File: config.mk
export PLATFORM = sky130hd
export DESIGN_NAME = sync_slave_rx
export DESIGN_NICKNAME = d
export VERILOG_FILES = /design/src/rtl/sspr_pkg.sv /design/src/rtl/sspr_sync.sv /design/src/rtl/sspr_shift.sv /design/src/rtl/sspr_regs.sv /design/src/rtl/sync_slave_rx.sv
export SDC_FILE = /design/constraint.sdc
export NUM_CORES = 1
export LEC_CHECK = 0
export BUFFER_PORTS_ARGS = -buffer_cell sky130_fd_sc_hd__buf_4
export CAP_MARGIN = 25
export CORE_ASPECT_RATIO = 0.6
export CORE_MARGIN = 1
export CORE_UTILIZATION = 37
export CTS_CLUSTER_DIAMETER = 40
export DETAILED_ROUTE_END_ITERATION = 10
export HOLD_SLACK_MARGIN = 0.15
export SYNTH_ARGS = -nofsm -noshare
export SYNTH_HDL_FRONTEND = slang
export SYNTH_SLANG_ARGS = --single-unit
export TNS_END_PERCENT = 30
File: constraint.sdc
create_clock -name clk -period 2.11 [get_ports clk]
set_input_delay 0.3165 -clock clk [delete_from_list [all_inputs] [get_ports clk]]
set_output_delay 0.3165 -clock clk [all_outputs]
set_load 0.005 [all_outputs]
File: src/rtl/sspr_pkg.sv
package sspr_pkg;
  localparam int CTRL_W = 7;
  localparam logic [1:0] ADDR_CTRL = 2'd0;
  localparam logic [1:0] ADDR_STAT = 2'd1;
  localparam logic [1:0] ADDR_DATA = 2'd2;

  // bit 0 is port_en, bit 6 is irq_en
  typedef struct packed {
    logic irq_en;
    logic single_en;
    logic cont_en;
    logic rx9;
    logic clk_master;
    logic sync_mode;
    logic port_en;
  } ctrl_t;
endpackage

File: src/rtl/sspr_sync.sv
module sspr_sync #(
  parameter int WIDTH  = 2,
  parameter int STAGES = 2,
  parameter logic [WIDTH-1:0] INIT = '0
) (
  input  logic             clk,
  input  logic             rst,
  input  logic             bypass,
  input  logic [WIDTH-1:0] d,
  output logic [WIDTH-1:0] q
);
  logic [WIDTH-1:0] stg [STAGES];

  for (genvar i = 0; i < STAGES; i++) begin : g_stage
    if (i == 0) begin : g_first
      always_ff @(posedge clk) begin
        if (rst) stg[0] <= INIT;
        else     stg[0] <= d;
      end
    end else begin : g_next
      always_ff @(posedge clk) begin
        if (rst) stg[i] <= INIT;
        else     stg[i] <= stg[i-1];
      end
    end
  end

  assign q = bypass ? stg[0] : stg[STAGES-1];
endmodule

File: src/rtl/sspr_shift.sv
module sspr_shift #(
  parameter int DATA_W = 8
) (
  input  logic            clk,
  input  logic            rst,
  input  logic            enable,
  input  logic            rx9,
  input  logic            sclk_s,
  input  logic            sdat_s,
  output logic            word_vld,
  output logic [DATA_W:0] word
);
  localparam int WORD_W = DATA_W + 1;
  localparam int CNT_W  = $clog2(WORD_W + 1);
  localparam logic [CNT_W-1:0] LAST8 = CNT_W'(DATA_W - 1);
  localparam logic [CNT_W-1:0] LAST9 = CNT_W'(DATA_W);

  logic              sclk_d;
  logic              fall;
  logic [CNT_W-1:0]  cnt;
  logic [CNT_W-1:0]  last;
  logic [WORD_W-1:0] sh;
  logic [WORD_W-1:0] sh_nxt;

  assign fall = sclk_d & ~sclk_s;
  assign last = rx9 ? LAST9 : LAST8;

  always_comb begin
    sh_nxt = sh;
    sh_nxt[cnt] = sdat_s;
  end

  always_ff @(posedge clk) begin
    if (rst) sclk_d <= 1'b0;
    else     sclk_d <= sclk_s;
  end

  always_ff @(posedge clk) begin
    word_vld <= 1'b0;
    if (rst) begin
      cnt  <= '0;
      sh   <= '0;
      word <= '0;
    end else if (!enable) begin
      cnt <= '0;
      sh  <= '0;
    end else if (fall) begin
      if (cnt == last) begin
        word     <= sh_nxt;
        word_vld <= 1'b1;
        cnt      <= '0;
        sh       <= '0;
      end else begin
        sh  <= sh_nxt;
        cnt <= cnt + 1'b1;
      end
    end
  end
endmodule

File: src/rtl/sspr_regs.sv
module sspr_regs
  import sspr_pkg::*;
#(
  parameter int DATA_W = 8
) (
  input  logic              clk,
  input  logic              rst,
  input  logic              wr_en,
  input  logic              rd_en,
  input  logic [1:0]        addr,
  input  logic [CTRL_W-1:0] wdata,
  input  logic              word_vld,
  input  logic [DATA_W:0]   word,
  output ctrl_t             ctrl,
  output logic [DATA_W-1:0] rdata,
  output logic              done,
  output logic              ovf,
  output logic              irq
);
  logic [DATA_W-1:0] data_q;
  logic              bit9_q;
  logic              rd_data;

  assign rd_data = rd_en && (addr == ADDR_DATA);
  assign irq     = done & ctrl.irq_en;

  always_ff @(posedge clk) begin
    if (rst) ctrl <= '0;
    else if (wr_en && addr == ADDR_CTRL) ctrl <= ctrl_t'(wdata);
  end

  always_ff @(posedge clk) begin
    if (rst) begin
      data_q <= '0;
      bit9_q <= 1'b0;
      done   <= 1'b0;
      ovf    <= 1'b0;
    end else begin
      if (rd_data) done <= 1'b0;
      if (!ctrl.cont_en) begin
        ovf <= 1'b0;
      end else if (word_vld) begin
        if (done) begin
          ovf <= 1'b1;
        end else begin
          data_q <= word[DATA_W-1:0];
          bit9_q <= word[DATA_W];
          done   <= 1'b1;
        end
      end
    end
  end

  always_ff @(posedge clk) begin
    if (rst) rdata <= '0;
    else if (rd_en) begin
      case (addr)
        ADDR_CTRL: rdata <= DATA_W'(ctrl);
        ADDR_STAT: rdata <= DATA_W'({done, ovf, bit9_q});
        ADDR_DATA: rdata <= data_q;
        default:   rdata <= '0;
      endcase
    end
  end
endmodule

File: src/rtl/sync_slave_rx.sv
module sync_slave_rx
  import sspr_pkg::*;
#(
  parameter int DATA_W      = 8,
  parameter int SYNC_STAGES = 2
) (
  input  logic              clk,
  input  logic              rst,
  input  logic              sclk_i,
  input  logic              sdata_i,
  input  logic              sleep_i,
  input  logic              wr_en_i,
  input  logic              rd_en_i,
  input  logic [1:0]        addr_i,
  input  logic [6:0]        wdata_i,
  output logic [7:0]        rdata_o,
  output logic              irq_o,
  output logic              wake_o
);
  ctrl_t          ctrl;
  logic [1:0]     pins_s;
  logic           slave_ok;
  logic           active;
  logic           word_vld;
  logic [DATA_W:0] word;
  logic [DATA_W-1:0] rdata;
  logic           done_q;
  logic           ovf_q;

  sspr_sync #(.WIDTH(2), .STAGES(SYNC_STAGES), .INIT(2'b01)) u_sync (
    .clk(clk), .rst(rst), .bypass(sleep_i),
    .d({sdata_i, sclk_i}), .q(pins_s)
  );

  assign slave_ok = ctrl.port_en & ctrl.sync_mode & ~ctrl.clk_master & ctrl.cont_en;
  assign active   = slave_ok & ~ovf_q;

  sspr_shift #(.DATA_W(DATA_W)) u_shift (
    .clk(clk), .rst(rst), .enable(active), .rx9(ctrl.rx9),
    .sclk_s(pins_s[0]), .sdat_s(pins_s[1]),
    .word_vld(word_vld), .word(word)
  );

  sspr_regs #(.DATA_W(DATA_W)) u_regs (
    .clk(clk), .rst(rst), .wr_en(wr_en_i), .rd_en(rd_en_i), .addr(addr_i),
    .wdata(wdata_i), .word_vld(word_vld), .word(word), .ctrl(ctrl),
    .rdata(rdata), .done(done_q), .ovf(ovf_q), .irq(irq_o)
  );

  assign rdata_o = rdata[7:0];
  assign wake_o  = sleep_i & irq_o;
endmodule

==> results_dict.tcl, run 1 <==
set metrics [dict create \
    status "finished clean" \
    hold_path_class "in2reg" \
    ctsHoldBuffers 0 \
    p_per_area_nw_per_um2 621.5 \
    cts_tree "yes" \
    total_leakage_power_nw 1.094 \
    wl_per_cell_um 14.84 \
    die_h_um 64.95 \
    worstPathRequired_ns 2.33 \
    core_area_um2 6248 \
    final_max_slew_viol_count 0 \
    finalWirelength_um 5269 \
    cts.sinks 54 \
    clk_latency_ns 0.31 \
    postLayoutCoreUtil_pct 44.27 \
    dieArea_um2 6944 \
    clkSlewWorstSetupHoldPaths_ns 0.09 \
    synthXorXnorAreaFrac_pct 1.075 \
    ys.flop_type "dfxtp_1" \
    finalNetCount 290 \
    r2r_cells 4 \
    drive_gt1_share_pct 20.66 \
    cp-start-kind "flop" \
    ir_worst_vdd_uv 258.1 \
    drc 0 \
    syn-cell-area_um2 2444 \
    drtAntennaViolNets 0 \
    hold_violations 0 \
    io_pins 26 \
    clockBufferDepth 2 \
    synth_compound_area_share_pct 12.03 \
    place_congestion 0.8375 \
    cts_made_buffers 5 \
    viasPerCell 5.211 \
    period_minus_slack_ns 1.846 \
    dp_slack_ns 0.2654 \
    critPathCaptureType "flop" \
    path_max_fanout 18 \
    antenna_found_initial 0 \
    ys_ff_latch 54 \
    hold_depth 2 \
    setup_tns_ns 0 \
    rows 22 \
    die_w_um 106.9 \
    crit_type "reg2reg" \
    antenna_cells 0 \
    worst_ep_arrival_time_ns 2.07 \
    final_common_cell "dfxtp_1" \
    drv_cap 0 \
    dp_cells 347 \
    finalWorstSetupSlack_ns 0.2638 \
    port_buffers 25 \
    grt_usage_pct 16.12 \
    ys_async_sr_fraction_pct 0 \
    cts-htree-levels 2 \
    synthAdderAreaFrac_pct 2.048 \
    avgSynthCellArea_um2 9.933 \
    cts_resized 0 \
    grt_pass1_wl_um 8411 \
    synthSimpleGateAreaFrac_pct 21.10 \
    fin_crit_sh_pct 87.50 \
    slew_headroom_pct 53.20 \
    yosys_warnings 0 \
    synth-edff-count 0 \
    dr.pass1.iters 4 \
    fmax_ghz 0.5416 \
    start_util_pct 39.11 \
    area_growth_pct 13.21 \
    synthCells 246 \
    rsz0062_at_grt "no" \
    vias 1850 \
    grt_overflow 0 \
    finalSetupViolations 0 \
    cts.repair_timing.setup_buffer_count 0 \
    muxShareOfSynthArea_pct 14.75 \
    mostFrequentLayoutCells "dfxtp_1, nor2_1, buf_4" \
    grt_pass1_vias 1640 \
    yosysSeqAreaShare_pct 44.24 \
    fin_cells 355 \
    drt_iter0_drc 110 \
    syn_nets 266 \
    skew_ns 0.007568 \
    cts_root_buf "clkbuf_8" \
    place_hpwl_um 3953 \
    yosys.cell_types.count 44 \
    worstMarginPinSlew_ns 0.7020 \
    synth_top_family_by_area "simple AND/OR/NAND/NOR gates" \
    grt_max_degree 25 \
]
[layout make-up]
| cell class | count | area, um^2 |
|---|---|---|
| clock buffers | 6 | 72.57 |
| clock inverters | 2 | 13.76 |
| fillers | 614 | 3482 |
| inverters | 2 | 7.507 |
| multi-input cells | 175 | 1246 |
| flip-flops and latches | 54 | 1081 |
| well taps | 84 | 105.1 |
| repair buffers | 32 | 240.2 |
[power by group]
part | leakage [nW] | internal [mW] | switching, mW | total (mW)
registers | 0.437 | 1.03 | 0.0133 | 1.04
logic | 0.612 | 0.0475 | 0.0541 | 0.102
clock network | 0.0452 | 0.235 | 0.338 | 0.573
[routing by layer]
metal | up-vias | GRT usage (%) | share of wire [%]
li1 | 927 | - | -
met1 | 887 | 26.17 | 60
met3 | 5 | 3.924 | 4.5
met4 | 0 | 4.281 | 0.61
met5 | - | 0 | 0
met2 | 31 | 19.92 | 35
[metrics by stage]
| stage | hold slack (ns) | total power, mW | instance area [um^2] |
|---|---|---|---|
| after floorplan | 0.4099 | 1.131 | 2444 |
| after global placement | 0.4235 | 1.169 | 2680 |
| after detailed placement | 0.4295 | 1.170 | 2680 |
| after CTS | 0.1845 | 1.740 | 2766 |
| after global routing | 0.1738 | 1.790 | 2766 |
| final | 0.1913 | 1.719 | 2766 |
[critical path: stages, from the launching register on]
cell	delay [ns]
dfxtp_1	0.48
nor4b_4	0.09
a22oi_2	0.61
nand3_1	0.30
o31ai_1	0.29
[path summary, 6_finish.rpt]
kind	startpoint	endpoint	slack [ns]
max	u_shift.cnt[0]	u_shift.sh[0]	0.26
min	sclk_i	u_sync.stg[0][0]	0.19
max reg2reg	u_shift.cnt[0]	u_shift.sh[0]	0.26
min reg2reg	u_shift.sh[8]	u_shift.sh[8]	0.44
[cells in the mapped netlist (5+ instances only)]
cell	count	area, um^2
nand3_1	5	25.02
mux2_2	5	56.30
a21oi_1	19	95.09
nor2_1	38	142.6
nand3b_1	6	45.04
dfxtp_1	54	1081
nand2_1	10	37.54
o21ai_0	9	45.04
nand4_1	6	37.54
mux2i_1	27	270.3
[flip-flops by register name, summed over array words and instances (netlist names), 4 cells and up]
register / count
u_regs.ctrl: 7
u_regs.data_q: 8
u_regs.rdata: 8
u_shift.cnt: 4
u_shift.sh: 9
u_shift.word: 9
u_sync.stg: 4
[logic make-up (layout without fill, tap and decap cells)]
kind of cell    count (synthesis)  in the layout
compound gates                 44             44
fa+ha+maj                       4              4
xor+xnor                        3              3
mux                            34             34
flops                          54             54
simple gates                   90             90
buf+inv                        17             42
Power figures use the tool's default switching activity.
==> run 2: changes to the inputs <==
--- a/config.mk
+++ b/config.mk
@@ -5,13 +5,13 @@
 export SDC_FILE = /design/constraint.sdc
 export NUM_CORES = 1
 export LEC_CHECK = 0
-export BUFFER_PORTS_ARGS = -buffer_cell sky130_fd_sc_hd__buf_4
 export CAP_MARGIN = 25
 export CORE_ASPECT_RATIO = 0.6
 export CORE_MARGIN = 1
 export CORE_UTILIZATION = 37
 export CTS_CLUSTER_DIAMETER = 40
 export DETAILED_ROUTE_END_ITERATION = 10
+export DONT_BUFFER_PORTS = 1
 export HOLD_SLACK_MARGIN = 0.15
 export SYNTH_ARGS = -nofsm -noshare
 export SYNTH_HDL_FRONTEND = slang
==> run 2 against run 1 <==
Count of clock-buffer cells in the layout grew 1. Sequential power is essentially flat. Maximum frequency shrank 5.4%. Sequential share of layout area grew 0.83 points. Cell area shrank 2.1%. Clock power grew 5.8%. Utilization shrank 0.92 points. Combinational power shrank 20%. Total power grew 0.75%. Flip-flop and latch count is the same. Global-route usage grew 0.96 points.
==> results_dict.tcl, run 2 (same netlist as run 1, synthesis figures left out) <==
set metrics [dict create \
    place_hpwl_um 3868 \
    clockBufferDepth 2 \
    hold_violations 0 \
    finalWorstSetupSlack_ns 0.1576 \
    fin_cells 342 \
    grt_pass1_vias 1627 \
    p_per_area_nw_per_um2 639.5 \
    wl_per_cell_um 15.95 \
    mostFrequentLayoutCells "dfxtp_1, nor2_1, mux2i_1" \
    worstPathRequired_ns 2.37 \
    grt_usage_pct 17.08 \
    drt_iter0_drc 87 \
    finalNetCount 277 \
    area_growth_pct 10.86 \
    final_common_cell "dfxtp_1" \
    dieArea_um2 6944 \
    drtAntennaViolNets 0 \
    rsz0062_at_grt "no" \
    total_leakage_power_nw 1.025 \
    finalSetupViolations 0 \
    die_h_um 64.95 \
    fin_crit_sh_pct 92.53 \
    p_total_mw 1.732 \
    status "finished clean" \
    cp-start-kind "flop" \
    drc 0 \
    holdWs_ns 0.1580 \
    postLayoutCoreUtil_pct 43.35 \
    dp_cells 321 \
    ir_worst_vdd_uv 263.9 \
    grt_pass1_wl_um 8763 \
    grt_max_degree 42 \
    placed_area_um2 2485 \
    drive_gt1_share_pct 13.18 \
    worstMarginPinSlew_ns 0.6710 \
    antenna_found_initial 0 \
    top_regs "u_shift.sh: 9 flops, u_shift.word: 9 flops" \
    slew_headroom_pct 55.26 \
    clk_latency_ns 0.32 \
    final_max_slew_viol_count 0 \
    r2r_cells 5 \
    period_minus_slack_ns 1.952 \
    seq_area_um2 1081 \
    multi_input_area_um2 1246 \
    grt_overflow 0 \
    vias 1795 \
    skew_ns 0.006273 \
    antenna_cells 0 \
    viasPerCell 5.249 \
    design_area_um2 2709 \
    setup_tns_ns 0 \
    cts.sinks 54 \
    crit_type "reg2reg" \
    cts-htree-levels 2 \
    cts_root_buf "clkbuf_8" \
    fmax_ghz 0.5122 \
    cts_made_buffers 5 \
    cts_tree "yes" \
    path_max_fanout 13 \
    core_area_um2 6248 \
    hold_depth 2 \
    finalWirelength_um 5455 \
    drv_cap 0 \
    io_pins 26 \
    dp_slack_ns 0.1724 \
    place_congestion 0.8205 \
    dr.pass1.iters 4 \
    worst_ep_arrival_time_ns 2.21 \
    port_buffers 0 \
    nFillCells 588 \
    critPathCaptureType "flop" \
    start_util_pct 39.11 \
    rows 22 \
    hold_path_class "in2reg" \
    clkSlewWorstSetupHoldPaths_ns 0.09 \
    die_w_um 106.9 \
]
==> run 2: routing by layer <==
metal | global-route usage (%) | wire (um) | vias to the layer above
li1 | - | - | 900
met1 | 28.11 | 3146 | 853
met2 | 19.68 | 1912 | 34
met3 | 4.728 | 327 | 8
met4 | 5.651 | 68 | 0
met5 | 0 | 0 | -
==> run 2: power breakdown <==
| group | internal [mW] | total [mW] | switching [mW] |
|---|---|---|---|
| registers | 1.03 | 1.04 | 0.0136 |
| clock network | 0.266 | 0.606 | 0.340 |
| logic | 0.0410 | 0.0819 | 0.0409 |
| total | 1.34 | 1.73 | 0.394 |
==> run 2: cell type report <==
| class | instances | area share [%] |
|---|---|---|
| Timing Repair Buffer | 19 | 6.559 |
| Inverter | 2 | 0.2771 |
| Clock buffer | 7 | 3.187 |
| Tap cell | 84 | 3.880 |
| Clock inverter | 1 | 0.1848 |
| Multi-Input combinational cell | 175 | 46.00 |
| Sequential cell | 54 | 39.91 |
==> run 2: worst paths after layout <==
path                  startpoint  slack (ns)              end
hold / removal        wdata_i[6]        0.16   u_regs.ctrl[6]
setup reg to reg  u_shift.cnt[2]        0.16  u_shift.word[2]
setup / recovery  u_shift.cnt[2]        0.16  u_shift.word[2]
hold reg to reg    u_shift.sh[8]        0.46    u_shift.sh[8]
==> run 2: what timing repair did <==
action                                 CTS  global route
buffers inserted                         0             3
setup endpoints to repair                0             6
endpoints found under the hold margin   41             0
resized for setup                        0             0
hold buffers                            10             0
==> run 2: worst max-delay path, cell delays in order, from the launching register on <==
cell and delay (ns):
dfxtp_1 0.64, and3_2 0.29, a22oi_2 0.10, buf_4 0.19
or4_1 0.52, a21oi_1 0.15
